File: src/rtl/ptw_pkg.sv
package ptw_pkg;

    typedef enum logic [1:0] {
        ST_IDLE = 2'd0,
        ST_TOP  = 2'd1,
        ST_LEAF = 2'd2,
        ST_RESP = 2'd3
    } walk_st_e;

    typedef enum logic [1:0] {
        LVL_NONE = 2'd0,
        LVL_TOP  = 2'd1,
        LVL_LEAF = 2'd2
    } flt_lvl_e;

endpackage

File: src/rtl/ptw_index_gen.sv
module ptw_index_gen #(
    parameter int VA_W      = 32,
    parameter int PA_W      = 32,
    parameter int IDX_W     = 10,
    parameter int LEVELS    = 2,
    parameter int ENT_LOG2  = 2
) (
    input  logic [VA_W-1:0] vaddr,
    input  logic [PA_W-1:0] table_base,
    input  logic            leaf_sel,
    output logic [PA_W-1:0] entry_addr
);
    localparam int TOP_BIT = VA_W - 1;

    logic [IDX_W-1:0] idx [LEVELS];

    for (genvar l = 0; l < LEVELS; l++) begin : g_lvl
        assign idx[l] = vaddr[TOP_BIT - l*IDX_W -: IDX_W];
    end

    logic [IDX_W-1:0] idx_sel;
    assign idx_sel = leaf_sel ? idx[LEVELS-1] : idx[0];

    assign entry_addr = table_base + (PA_W'(idx_sel) << ENT_LOG2);

endmodule

File: src/rtl/ptw_entry_chk.sv
module ptw_entry_chk #(
    parameter int ENT_W       = 32,
    parameter int PA_W        = 32,
    parameter int OFF_W       = 12,
    parameter int PRESENT_BIT = 0
) (
    input  logic [ENT_W-1:0] entry,
    output logic             present,
    output logic [PA_W-1:0]  page_base
);
    assign present   = entry[PRESENT_BIT];
    assign page_base = {entry[PA_W-1:OFF_W], {OFF_W{1'b0}}};
endmodule

File: src/rtl/ptw_fsm.sv
module ptw_fsm
    import ptw_pkg::*;
#(
    parameter int VA_W  = 32,
    parameter int PA_W  = 32,
    parameter int OFF_W = 12
) (
    input  logic            clk,
    input  logic            rst_n,
    input  logic            req_valid,
    input  logic [VA_W-1:0] req_vaddr,
    input  logic [PA_W-1:0] root_base,
    input  logic            mem_ready,
    input  logic            ent_present,
    input  logic [PA_W-1:0] ent_base,
    output logic [VA_W-1:0] walk_va,
    output logic [PA_W-1:0] walk_base,
    output logic            walk_leaf,
    output logic            mem_req,
    output logic            busy,
    output logic            done,
    output logic            fault,
    output logic [1:0]      fault_level,
    output logic [PA_W-1:0] pa_out
);
    typedef struct packed {
        walk_st_e        st;
        logic [VA_W-1:0] va;
        logic [PA_W-1:0] base;
        logic [PA_W-1:0] pa;
        logic            done;
        logic            fault;
        flt_lvl_e        lvl;
    } walk_regs_t;

    walk_regs_t r_q, r_d;

    always_comb begin
        r_d       = r_q;
        r_d.done  = 1'b0;
        r_d.fault = 1'b0;
        unique case (r_q.st)
            ST_IDLE: begin
                if (req_valid) begin
                    r_d.st   = ST_TOP;
                    r_d.va   = req_vaddr;
                    r_d.base = root_base;
                    r_d.lvl  = LVL_NONE;
                end
            end
            ST_TOP: begin
                if (mem_ready) begin
                    if (ent_present) begin
                        r_d.st   = ST_LEAF;
                        r_d.base = ent_base;
                    end else begin
                        r_d.st    = ST_RESP;
                        r_d.fault = 1'b1;
                        r_d.lvl   = LVL_TOP;
                    end
                end
            end
            ST_LEAF: begin
                if (mem_ready) begin
                    r_d.st = ST_RESP;
                    if (ent_present) begin
                        r_d.done = 1'b1;
                        r_d.pa   = {ent_base[PA_W-1:OFF_W], r_q.va[OFF_W-1:0]};
                    end else begin
                        r_d.fault = 1'b1;
                        r_d.lvl   = LVL_LEAF;
                    end
                end
            end
            ST_RESP: begin
                r_d.st = ST_IDLE;
            end
            default: r_d.st = ST_IDLE;
        endcase
    end

    always_ff @(posedge clk or negedge rst_n) begin
        if (!rst_n) begin
            r_q <= '{st: ST_IDLE, va: '0, base: '0, pa: '0,
                     done: 1'b0, fault: 1'b0, lvl: LVL_NONE};
        end else begin
            r_q <= r_d;
        end
    end

    assign walk_va     = r_q.va;
    assign walk_base   = r_q.base;
    assign walk_leaf   = (r_q.st == ST_LEAF);
    assign mem_req     = (r_q.st == ST_TOP) || (r_q.st == ST_LEAF);
    assign busy        = (r_q.st != ST_IDLE);
    assign done        = r_q.done;
    assign fault       = r_q.fault;
    assign fault_level = r_q.lvl;
    assign pa_out      = r_q.pa;

endmodule

File: src/rtl/ptw_walker.sv
module ptw_walker #(
    parameter int VA_W   = 32,
    parameter int PA_W   = 32,
    parameter int OFF_W  = 12,
    parameter int LEVELS = 2
) (
    input  logic            clk,
    input  logic            rst_n,
    input  logic            req_valid,
    input  logic [VA_W-1:0] req_vaddr,
    input  logic [PA_W-1:0] root_base,
    output logic            busy,
    output logic            done,
    output logic            fault,
    output logic [1:0]      fault_level,
    output logic [PA_W-1:0] pa_out,
    output logic            mem_req,
    output logic [PA_W-1:0] mem_addr,
    input  logic            mem_ready,
    input  logic [31:0]     mem_rdata
);
    localparam int IDX_W    = (VA_W - OFF_W) / LEVELS;
    localparam int ENT_W    = 32;
    localparam int ENT_LOG2 = $clog2(ENT_W / 8);

    logic [VA_W-1:0] walk_va;
    logic [PA_W-1:0] walk_base;
    logic            walk_leaf;
    logic            ent_present;
    logic [PA_W-1:0] ent_base;

    ptw_fsm #(.VA_W(VA_W), .PA_W(PA_W), .OFF_W(OFF_W)) u_fsm (
        .clk        (clk),
        .rst_n      (rst_n),
        .req_valid  (req_valid),
        .req_vaddr  (req_vaddr),
        .root_base  (root_base),
        .mem_ready  (mem_ready),
        .ent_present(ent_present),
        .ent_base   (ent_base),
        .walk_va    (walk_va),
        .walk_base  (walk_base),
        .walk_leaf  (walk_leaf),
        .mem_req    (mem_req),
        .busy       (busy),
        .done       (done),
        .fault      (fault),
        .fault_level(fault_level),
        .pa_out     (pa_out)
    );

    ptw_index_gen #(.VA_W(VA_W), .PA_W(PA_W), .IDX_W(IDX_W),
                    .LEVELS(LEVELS), .ENT_LOG2(ENT_LOG2)) u_idx (
        .vaddr     (walk_va),
        .table_base(walk_base),
        .leaf_sel  (walk_leaf),
        .entry_addr(mem_addr)
    );

    ptw_entry_chk #(.ENT_W(ENT_W), .PA_W(PA_W), .OFF_W(OFF_W),
                    .PRESENT_BIT(0)) u_ent (
        .entry    (mem_rdata),
        .present  (ent_present),
        .page_base(ent_base)
    );

endmodule

File: config.mk
export PLATFORM = sky130hd
export DESIGN_NAME = ptw_walker
export DESIGN_NICKNAME = d
export VERILOG_FILES = /design/src/rtl/ptw_pkg.sv /design/src/rtl/ptw_index_gen.sv /design/src/rtl/ptw_entry_chk.sv /design/src/rtl/ptw_fsm.sv /design/src/rtl/ptw_walker.sv
export SDC_FILE = /design/constraint.sdc
export NUM_CORES = 1
export LEC_CHECK = 0
export CAP_MARGIN = 0
export CORE_MARGIN = 4
export CORE_UTILIZATION = 45
export DETAILED_ROUTE_END_ITERATION = 12
export GPL_TIMING_DRIVEN = 0
export PLACE_DENSITY = 0.78
export SETUP_SLACK_MARGIN = 0.05
export SLEW_MARGIN = 25
export SYNTH_ARGS = -nofsm -noshare
export SYNTH_HDL_FRONTEND = slang
export SYNTH_SLANG_ARGS = --single-unit
File: constraint.sdc
create_clock -name clk -period 4.4 [get_ports clk]
set_input_delay 0.88 -clock clk [delete_from_list [all_inputs] [get_ports clk]]
set_output_delay 0.88 -clock clk [all_outputs]
set_load 0.03 [all_outputs]
# ---- Word-level counts from Yosys, hierarchy flattened
# Index checks and enable logic that the tools add are counted.
dict set report op_classes {
  add_sub_neg 1
  n_eq_ne 9
  mux 18
  reduce_logical 10
}
# op n
set op_table {}
lappend op_table {{$mux W66} 1}
lappend op_table {{$mux W32} 2}
lappend op_table {{$pmux W32 S2} 1}
lappend op_table {{$add A32 B12 Y32} 1}
lappend op_table {{$ne A2 B2 Y1 const B} 6}
lappend op_table {{$mux W10} 1}
lappend op_table {{$mux W3} 3}
lappend op_table {{$pmux W2 S4} 1}
lappend op_table {{$mux W2} 3}
lappend op_table {{$pmux W2 S3} 1}
lappend op_table {{$reduce_and A3 Y1} 2}
lappend op_table {{$reduce_and A6 Y1} 1}
lappend op_table {{$eq A2 B2 Y1 const B} 2}
lappend op_table {{$mux W4} 1}
lappend op_table {{$reduce_and A4 Y1} 1}
lappend op_table {{$reduce_bool A2 Y1} 2}
lappend op_table {{$mux W1} 3}
lappend op_table {{$reduce_bool A3 Y1} 1}
lappend op_table {{$eq A2 B1 Y1 const B} 1}
lappend op_table {{$logic_not A2 Y1} 1}
lappend op_table {{$pmux W1 S2} 1}
lappend op_table {{$reduce_and A2 Y1} 1}
lappend op_table {{$logic_or A1 B1 Y1} 1}
dict set report word_totals {
  reg_bits 102
  inputBits 100
  output_inout_bits 70
  wordCells 45
}

# ---- Logic depth before layout (Yosys ltp)
# Gate-level depths: netlist (run 1).
dict set report depth {
  word_depth 3
  ltp_mapped 11
}

# ---- By module
# Synthesis (run 1) repeated with hierarchy kept, for this count alone.
dict set report unflattened {
  hier_cells 543
  area_unflattened_um2 6242.2
}
# mod instances cells_per_inst area_each_um2 seq_area_each_um2
set by_module_without_submodules {}
lappend by_module_without_submodules {ptw_fsm 1 381 5039.8 2552.4}
lappend by_module_without_submodules {ptw_index_gen 1 128 950.9 0.0}
lappend by_module_without_submodules {ptw_entry_chk 1 34 251.5 0.0}

# ---- Worst setup path before layout (run 1)
# Ideal clock, no wire load.
dict set report synth_timing {
  kind {register to output}
  start {reg u_fsm.r_q[100] (netlist bit)}
  end {out mem_addr[23]}
  arrival_time_ns 3.298
  t_required_ns 3.520
  slack_ns 0.222
  stages_incl_launch_ff 12
  path_buffers 2
  cell_sequence {dfrtp_1 -> inv_1 -> ha_1 -> buf_1 -> mux2_2 -> ha_1 -> a211oi_1 -> o21a_1 -> or3_1 -> buf_6 -> a2111oi_4 -> xor2_1}
}
dict set report synth_via {
  elab_chain_cells 3
}
# element line_no
set synth_rtl {}
lappend synth_rtl {{from (decl)} ptw_fsm.sv:36} ;# walk_regs_t r_q, r_d;
lappend synth_rtl {{from (signal assigned)} ptw_fsm.sv:84} ;# r_q <= '{st: ST_IDLE, va: '0, base: '0, pa: '0,
lappend synth_rtl {{from (signal assigned)} ptw_fsm.sv:87} ;# r_q <= r_d;
lappend synth_rtl {{$eq A2 B2 Y1} ptw_fsm.sv:93} ;# assign walk_leaf = (r_q.st == ST_LEAF);
lappend synth_rtl {{$mux W10} ptw_index_gen.sv:22} ;# assign idx_sel = leaf_sel ? idx[LEVELS-1] : idx[0];
lappend synth_rtl {{$add A32 B12 Y32} ptw_index_gen.sv:24} ;# assign entry_addr = table_base + (PA_W'(idx_sel) << ENT_LOG2);
lappend synth_rtl {{to (decl)} ptw_walker.sv:18} ;# output logic [PA_W-1:0] mem_addr,
# No other way between the ends.

# ---- Worst setup path after layout (run 1)
# Same ends and word-level chain as after synthesis.

==> metrics.yaml, run 1 <==
ys_ff_latch: 102
hold_violations: 0
path_clk_slew_ns: 0.07
skew_ns: 0.00739
cts_tree: "done"
synth_area_per_cell_sq_um: 11.1
io_buffer_count: 158
worstSetupEndpointType: "primary output"
clock_latency_ns: 0.34
worst_slew_pin_slew_ns: 0.687
cts-root-buf: "clkbuf_16"
synth_nets: 592
dp_slack_ns: -0.628
areaGrowthSynthToFinish_pct: 39.8
ys_seq_area_share_pct: 48.2
fillers: 913
vias: 4200
routedWlPerCell_um: 17.2
viasPerCell: 5.26
cts_made_buffers: 9
die_w_um: 116
overflow: 0
hp-class: "primary input to asynchronous set/reset pin"
register_area_sq_um: 2550
cts_sinks: 102
synth_top_family_by_area: "multiplexers"
synth.distinct_cells: 40
start_kind: "register"
clk_path_buf_depth: 2
ir_worst_vdd_v: 0.000574
slew_headroom_pct: 54.2
fin_crit_ns: 4.25
drc: 0
grt_pass1_wl_um: 21400
cp.required_ns: 3.52
max_cap_viol_count: 0
synthAdderAreaFrac_pct: 3.69
yosys.area.top_type: "dfrtp_1"
dpl.cell_count: 779
synth_top_area_share_pct: 48.2
rows: 39
grt_pass1_vias: 4333
synth_compound_area_share_pct: 9.50
core_region_area_sq_um: 11500
die-area_sq_um: 13600
synthTopCellsByArea: "dfrtp_1 (48%), mux2_2 (16%), buf_4 (5.1%)"
syn-cell-area_sq_um: 5300
setup.worst_path.start: "u_fsm.r_q[100]"
synth_xor_area_share_pct: 4.63
fin_util_pct: 64.6
top_level_ports: 170
synthCells: 477
layout.cells.non_filler: 798
leakagePower_nw: 3.23
final_cell_mix: "clkdlybuf4s50_1 (132), dfrtp_1 (102), mux2_2 (77)"
async_flop_share_pct: 100
layout_commonest_cell: "clkdlybuf4s50_1"
fin_crit_sh_pct: 96.7
synth-simple-area-share_pct: 10.3
layout.nets: 765
drive_gt1_share_pct: 25.6
hold_ws_ns: 0.454
synthMuxAreaShare_pct: 16.4
status: "finished clean"
setup_violations: 0
die_h_um: 116
setup_slack_ns: 0.147
dp_hpwl_um: 10300
drt_pre_antenna_iters: 4
gp_congestion: 0.825
cts_hold_buf: 0
r2r-start: "u_fsm.r_q[101]"
rsz0062_at_grt: "yes"
grt_max_degree: 58
cp.arrival_ns: 3.37
insertedDiodeCount: 0
drv_slew: 0
ant_nets: 0
htreeDepth: 3
synth_edf_count: 0
worstSetupPathType: "register to primary output"
power_mw: 6.97
drt_iter0_markers: 262
multi_input_area_sq_um: 2420
critPathMaxFanout: 10
p_per_area_nw_per_um2: 941
start_util_pct: 46.2
postRouteWirelength_um: 13700
fmax_mhz: 235
ys.warnings.count: 0
antenna_found_initial: 0
grt_use_total_pct: 20.0
synth_flop_cell: "dfrtp_1"
-- kinds of logic (layout without fill, tap and decap cells) --
logic type | count (synthesis) | count (layout)
simple gates | 122 | 122
buf+inv | 65 | 243
compound gates | 68 | 68
fa+ha+maj | 15 | 15
flops | 102 | 102
xor+xnor | 28 | 28
mux | 77 | 77
-- metrics by stage --
stage | TNS [ns] | area, sq um
4_1_cts | 0 | 7390
2_1_floorplan | 0 | 5300
5_1_grt | 0 | 7400
3_3_place_gp | -139.77 | 7060
3_5_place_dp | -11.37 | 7080
6_report | 0 | 7400
-- layer usage --
layer | track usage, % | wire length (um) | vias up
met2 | 34.1 | 6750 | 152
met4 | 5.80 | 175 | 0
met1 | 26.2 | 5850 | 2039
li1 | - | - | 1995
met3 | 3.63 | 964 | 14
met5 | 0 | 0 | -
-- synth_stat cells (2+ instances only) --
| cell | instances |
|---|---|
| dfrtp_1 | 102 |
| mux2_2 | 77 |
| nor2_1 | 46 |
| buf_4 | 36 |
| nand2_1 | 35 |
| nand3_1 | 21 |
| a221oi_1 | 20 |
| clkbuf_1 | 17 |
| xnor2_1 | 16 |
| a21oi_1 | 15 |
| ha_1 | 14 |
| xor2_1 | 12 |
| o211ai_1 | 8 |
| inv_1 | 6 |
| nand4_1 | 5 |
| o21ai_0 | 5 |
| a211oi_1 | 4 |
| a21o_1 | 4 |
| and3_1 | 4 |
| buf_1 | 4 |
| a31oi_1 | 2 |
| and4_1 | 2 |
| nand2b_1 | 2 |
| nor2b_1 | 2 |
| o21a_1 | 2 |
| o21bai_1 | 2 |
-- final cells by class --
cell class                      instances  area share [%]
Clock buffer                            9            3.04
Inverter                                6           0.304
Tap cell                              143            2.42
Timing Repair Buffer                  162            20.9
Buffer                                 59            5.19
Clock inverter                          7           0.997
Sequential cell                       102            34.5
Multi-Input combinational cell        310            32.6
-- timing repair --
action                                  in CTS  in global routing
resized for setup                           86                 37
pin swaps                                    0                  6
endpoints found under the setup margin      29                 22
cloned                                       0                  0
setup buffers                                0                  3
-- flip-flops by register name, indices dropped and copies added, names as in the netlist --
register,count
u_fsm.pa_out,32
u_fsm.walk_base,32
u_fsm.walk_va,32
u_fsm.fault_level,2
u_fsm.r_q,2
u_fsm.done,1
u_fsm.fault,1
-- final timing paths --
kind | to | slack, ns | depth (start not counted)
max in group asynchronous | u_fsm.pa_out[1] | 3.31 | 2
min reg2reg | u_fsm.walk_base[1] | 0.47 | 2
max reg2reg | u_fsm.walk_base[4] | 2.03 | 8
min | u_fsm.pa_out[12] | 0.45 | 1
min in group clk | u_fsm.walk_base[1] | 0.47 | 2
max | mem_addr[23] | 0.15 | 12
-- report_power, final --
group,switching (mW),total [mW],internal [mW]
registers,0.333,1.75,1.42
logic,2.48,4.41,1.94
clock network,0.357,0.800,0.443
total,3.17,6.97,3.80
-- worst max-delay path, cell delays in order, from the launching register on --
cell and delay (ns):
dfrtp_1 0.41, inv_2 0.11, ha_4 0.16, buf_12 0.13
mux2_2 0.37, ha_4 0.30, o21ai_1 0.08, o21a_1 0.23
or3_4 0.38, buf_6 0.15, a2111oi_4 0.29, xor2_1 0.20
buf_4 0.19
No activity file was read; power rests on OpenSTA's default activity.
==> inputs of run 2 (changes only) <==
- CAP_MARGIN: 0 -> 20
- SLEW_MARGIN: 25 -> 20
- TNS_END_PERCENT: default -> 10
==> metrics.yaml, run 2 (same netlist as run 1, synthesis figures left out) <==
gp_congestion: 0.825
clk_path_buf_depth: 2
fin_crit_sh_pct: 97.2
die-area_sq_um: 13600
worst_slew_pin_slew_ns: 0.689
final_cell_mix: "clkdlybuf4s50_1 (132), dfrtp_1 (102), mux2_2 (77)"
die_w_um: 116
max_cap_viol_count: 0
overflow: 0
design_area_sq_um: 7370
start_util_pct: 46.2
r2r_end: "u_fsm.walk_base[4]"
p_per_area_nw_per_um2: 939
start_kind: "register"
grt_pass1_vias: 4333
setup_slack_ns: 0.124
layout_commonest_cell: "clkdlybuf4s50_1"
dp_hpwl_um: 10300
layout.nets: 762
htreeDepth: 3
drv_slew: 0
areaGrowthSynthToFinish_pct: 39.2
cts_sinks: 102
postRouteWirelength_um: 13700
cp.arrival_ns: 3.40
cp.required_ns: 3.52
worstSetupEndpointType: "primary output"
io_buffer_count: 158
grt_max_degree: 58
cts_hold_buf: 0
drt_iter0_markers: 270
vias: 4196
status: "finished clean"
die_h_um: 116
drive_gt1_share_pct: 25.0
hold_violations: 0
cts_made_buffers: 9
clock_latency_ns: 0.34
worstSetupPathType: "register to primary output"
dp_slack_ns: -0.628
drt_pre_antenna_iters: 4
cts_setup_buffers: 0
top_level_ports: 170
power_mw: 6.92
leakagePower_nw: 3.21
cts_tree: "done"
ant_nets: 0
path_clk_slew_ns: 0.07
drc: 0
fin_crit_ns: 4.28
fmax_mhz: 234
rows: 39
critPathMaxFanout: 10
core_region_area_sq_um: 11500
grt_pass1_wl_um: 21400
ir_worst_vdd_v: 0.000559
reg2reg_slack_ns: 2.04
skew_ns: 0.00723
routedWlPerCell_um: 17.2
cts-root-buf: "clkbuf_16"
dpl_cell_area_sq_um: 7080
grt_use_total_pct: 20.0
hp-class: "primary input to asynchronous set/reset pin"
viasPerCell: 5.28
insertedDiodeCount: 0
rsz0062_at_grt: "yes"
setup_violations: 0
r2r_cells: 8
antenna_found_initial: 0
slew_headroom_pct: 54.1
r2r-start: "u_fsm.r_q[101]"
[run 2: routing by layer]
layer,track usage [%],vias up,wire [um]
met2,34.1,152,6700
met4,5.80,0,187
met3,3.63,16,1020
met1,26.2,2036,5790
met5,0,-,0
li1,-,1992,-
[run 2: critical path: stages (launching register included)]
cell	delay, ns
dfrtp_1	0.42
inv_2	0.11
ha_4	0.18
buf_12	0.14
mux2_2	0.37
ha_4	0.30
o21ai_1	0.08
o21a_1	0.23
or3_4	0.38
buf_6	0.16
a21boi_0	0.20
xor2_1	0.17
clkdlybuf4s18_2	0.32
[run 2: cell type report]
type                       instances  area, sq um
sequential                       102         2550
clock inverter                     7         73.8
inverter                           6         22.5
clock buffer                       9          225
fill                             919         4100
tap                              143          179
timing repair buffer             159         1530
buffer                            59          384
multi-input combinational        310         2400
[run 2: report_power, final]
group          internal [mW]  total [mW]  switching [mW]
logic                   1.91        4.37            2.46
registers               1.42        1.75           0.331
clock network          0.443       0.800           0.357
total                   3.77        6.92            3.15
[run 2: timing repair]
| action | CTS | global route |
|---|---|---|
| endpoints found under the setup margin | 29 | 22 |
| gates resized for setup | 84 | 37 |
| pin swaps | 0 | 5 |
[run 2: worst max path at each step]
| stage | start | end | depth (start not counted) |
|---|---|---|---|
| 6_report | u_fsm.r_q[100] | mem_addr[13] | 12 |
| 2_1_floorplan | u_fsm.r_q[100] | mem_addr[23] | 11 |
| 4_1_cts | u_fsm.r_q[100] | mem_addr[22] | 12 |
| 3_3_place_gp | rst_n | u_fsm.pa_out[2] | 1 |
| 3_5_place_dp | u_fsm.r_q[100] | mem_addr[31] | 12 |
| 5_1_grt | u_fsm.r_q[100] | mem_addr[28] | 12 |
[run 2: per-stage QoR]
| step | hold slack, ns | setup TNS (ns) | util (%) | cells |
|---|---|---|---|---|
| 3_5_place_dp | 0.457 | -11.37 | 61.8 | 779 |
| 3_3_place_gp | 0.452 | -139.77 | 61.5 | 778 |
| 2_1_floorplan | 0.440 | 0 | - | 477 |
| 6_report | 0.455 | 0 | 64.3 | 795 |
| 4_1_cts | 0.469 | 0 | 64.5 | 795 |
| 5_1_grt | 0.492 | -0.0812 | 64.3 | 795 |
==> inputs of run 3 (changes only) <==
- CORE_UTILIZATION: 45 -> 42
- PLACE_DENSITY: 0.78 -> 0.77
- clock period: 4.4 -> 3.4 ns (I/O delays scaled with it)
==> metrics.yaml, run 3 (same netlist as run 1, synthesis figures left out) <==
status: "finished, violations left"
violations: "negative setup slack"
worst_slew_pin_slew_ns: 0.668
multi_input_area_sq_um: 2630
worst_path_most_repeated_cell: "ha_4"
drc: 0
final_cell_mix: "clkdlybuf4s50_1 (128), dfrtp_1 (102), mux2_2 (72)"
areaGrowthSynthToFinish_pct: 46.8
critPathBufInv: 4
start_kind: "register"
dpl.cell_count: 804
reg2reg_slack_ns: 1.04
rsz0062_at_grt: "yes"
max_cap_viol_count: 0
grt_pass1_wl_um: 22100
cp.arrival_ns: 3.27
drive_gt1_share_pct: 30.9
critPathMaxFanout: 5
insertedDiodeCount: 0
die-area_sq_um: 14500
vias: 4288
clock_latency_ns: 0.35
path_clk_slew_ns: 0.07
dp_hpwl_um: 10500
fin_crit_sh_pct: 116
layout.cells.non_filler: 834
gp_congestion: 0.783
p_per_area_nw_per_um2: 1230
worstSetupPathType: "register to primary output"
top_level_ports: 170
worstSetupEndpointType: "primary output"
routedWlPerCell_um: 16.9
cp.required_ns: 2.72
die_h_um: 120
skew_ns: 0.00396
max_stage_delay_ns: 0.40
cp_slowest_cell: "dfrtp_1"
cts_hold_buf: 0
cts_made_buffers: 9
leakagePower_nw: 3.33
setup_slack_ns: -0.552
io_buffer_count: 158
antenna_found_initial: 0
drv_slew: 0
layout_commonest_cell: "clkdlybuf4s50_1"
grt_use_total_pct: 19.3
htreeDepth: 3
cts-root-buf: "clkbuf_16"
die_w_um: 120
register_area_sq_um: 2550
fmax_mhz: 253
cp_top_family: "compound AO/OA/AOI/OAI gates"
dpl_cell_area_sq_um: 7280
hold_violations: 0
fin_crit_ns: 3.95
hp-class: "primary input to asynchronous set/reset pin"
postRouteWirelength_um: 14100
cts_tree: "done"
layout.nets: 776
slew_headroom_pct: 55.5
clk_path_buf_depth: 2
rows: 40
grt_pass1_vias: 4462
start_util_pct: 43.5
ir_worst_vdd_v: 0.000578
overflow: 0
drt_pre_antenna_iters: 4
path_cells: "inv_2 -> ha_4 -> buf_12 -> mux2_4 -> ha_4 -> a211oi_4 -> o21a_1 -> or3_4 -> buf_8 -> a2111oi_4 -> xor2_2 -> buf_6"
cts_sinks: 102
grt_max_degree: 64
design_area_sq_um: 7770
core_region_area_sq_um: 12200
setup_violations: 25
viasPerCell: 5.14
ant_nets: 0
drt_iter0_markers: 233
fillers: 988
[run 3: cell types whose count changed in the layout (fill, tap and decap cells not counted), moves of 5 or more]
cell,previous run,this run
xor2_1,12,7
xor2_2,0,5
ha_1,11,5
mux2_2,77,72
buf_4,37,69
clkbuf_4,8,1
mux2_4,0,5
ha_4,3,9
buf_2,8,2
[run 3: power by group]
group / switching, mW / internal, mW / leakage [nW]
clock: 0.451 / 0.591 / 0.142
sequential: 0.456 / 1.84 / 1.23
combinational: 3.40 / 2.85 / 1.96
[run 3: path summary, 6_finish.rpt]
kind                                    startpoint                   to  cells after the start
min in group clk                u_fsm.walk_base[1]   u_fsm.walk_base[1]                      2
worst max-delay path                u_fsm.r_q[100]         mem_addr[23]                     12
worst min-delay path                         rst_n  u_fsm.walk_base[14]                      1
max in group asynchronous                    rst_n      u_fsm.pa_out[1]                      2
worst min register to register  u_fsm.walk_base[1]   u_fsm.walk_base[1]                      2
worst max register to register      u_fsm.r_q[100]   u_fsm.walk_base[6]                      9
[run 3: area by class of cell]
cell class,count,area share (%)
inverter,6,0.290
sequential,102,32.8
tap,168,2.70
multi-input combinational,310,33.9
clock inverter,5,0.756
clock buffer,11,3.12
timing repair buffer,173,21.5
buffer,59,4.99
[run 3: metal layers]
metal / GRT usage, % / vias to the layer above / wire length (um)
met1: 22.9 / 2099 / 5830
met4: 7.93 / 0 / 331
met2: 33.0 / 156 / 6940
met5: 0 / - / 0
li1: - / 2011 / -
met3: 5.43 / 22 / 1030
[run 3: repair_timing]
item	CTS	global route
gates resized for setup	172	24
buffers inserted	4	8
endpoints found under the setup margin	29	26
cloned	1	1
pin swaps	23	13
[run 3: worst reg2reg max path, delay by kind of cell (launching register included)]
kind	cells	cell delay, ns
buffers and inverters	4	0.96
flip-flops	1	0.37
AO/OA/AOI/OAI	2	0.59
adder cells (fa/ha/maj)	1	0.13
AND/OR/NAND/NOR	2	0.25
[run 3: through the flow]
step | util, % | TNS [ns] | total power [mW] | hold WS (ns) | setup WS (ns)
global route | 63.9 | -12.76 | 10.2 | 0.256 | -0.635
CTS | 62.9 | -9.36 | 9.37 | 0.233 | -0.542
floorplan | - | -0.419 | 6.24 | 0.384 | -0.126
detailed placement | 59.9 | -17.25 | 8.32 | 0.466 | -0.835
finish | 63.9 | -10.36 | 9.59 | 0.235 | -0.552
global placement | 59.6 | -224.15 | 8.16 | 0.453 | -2.05
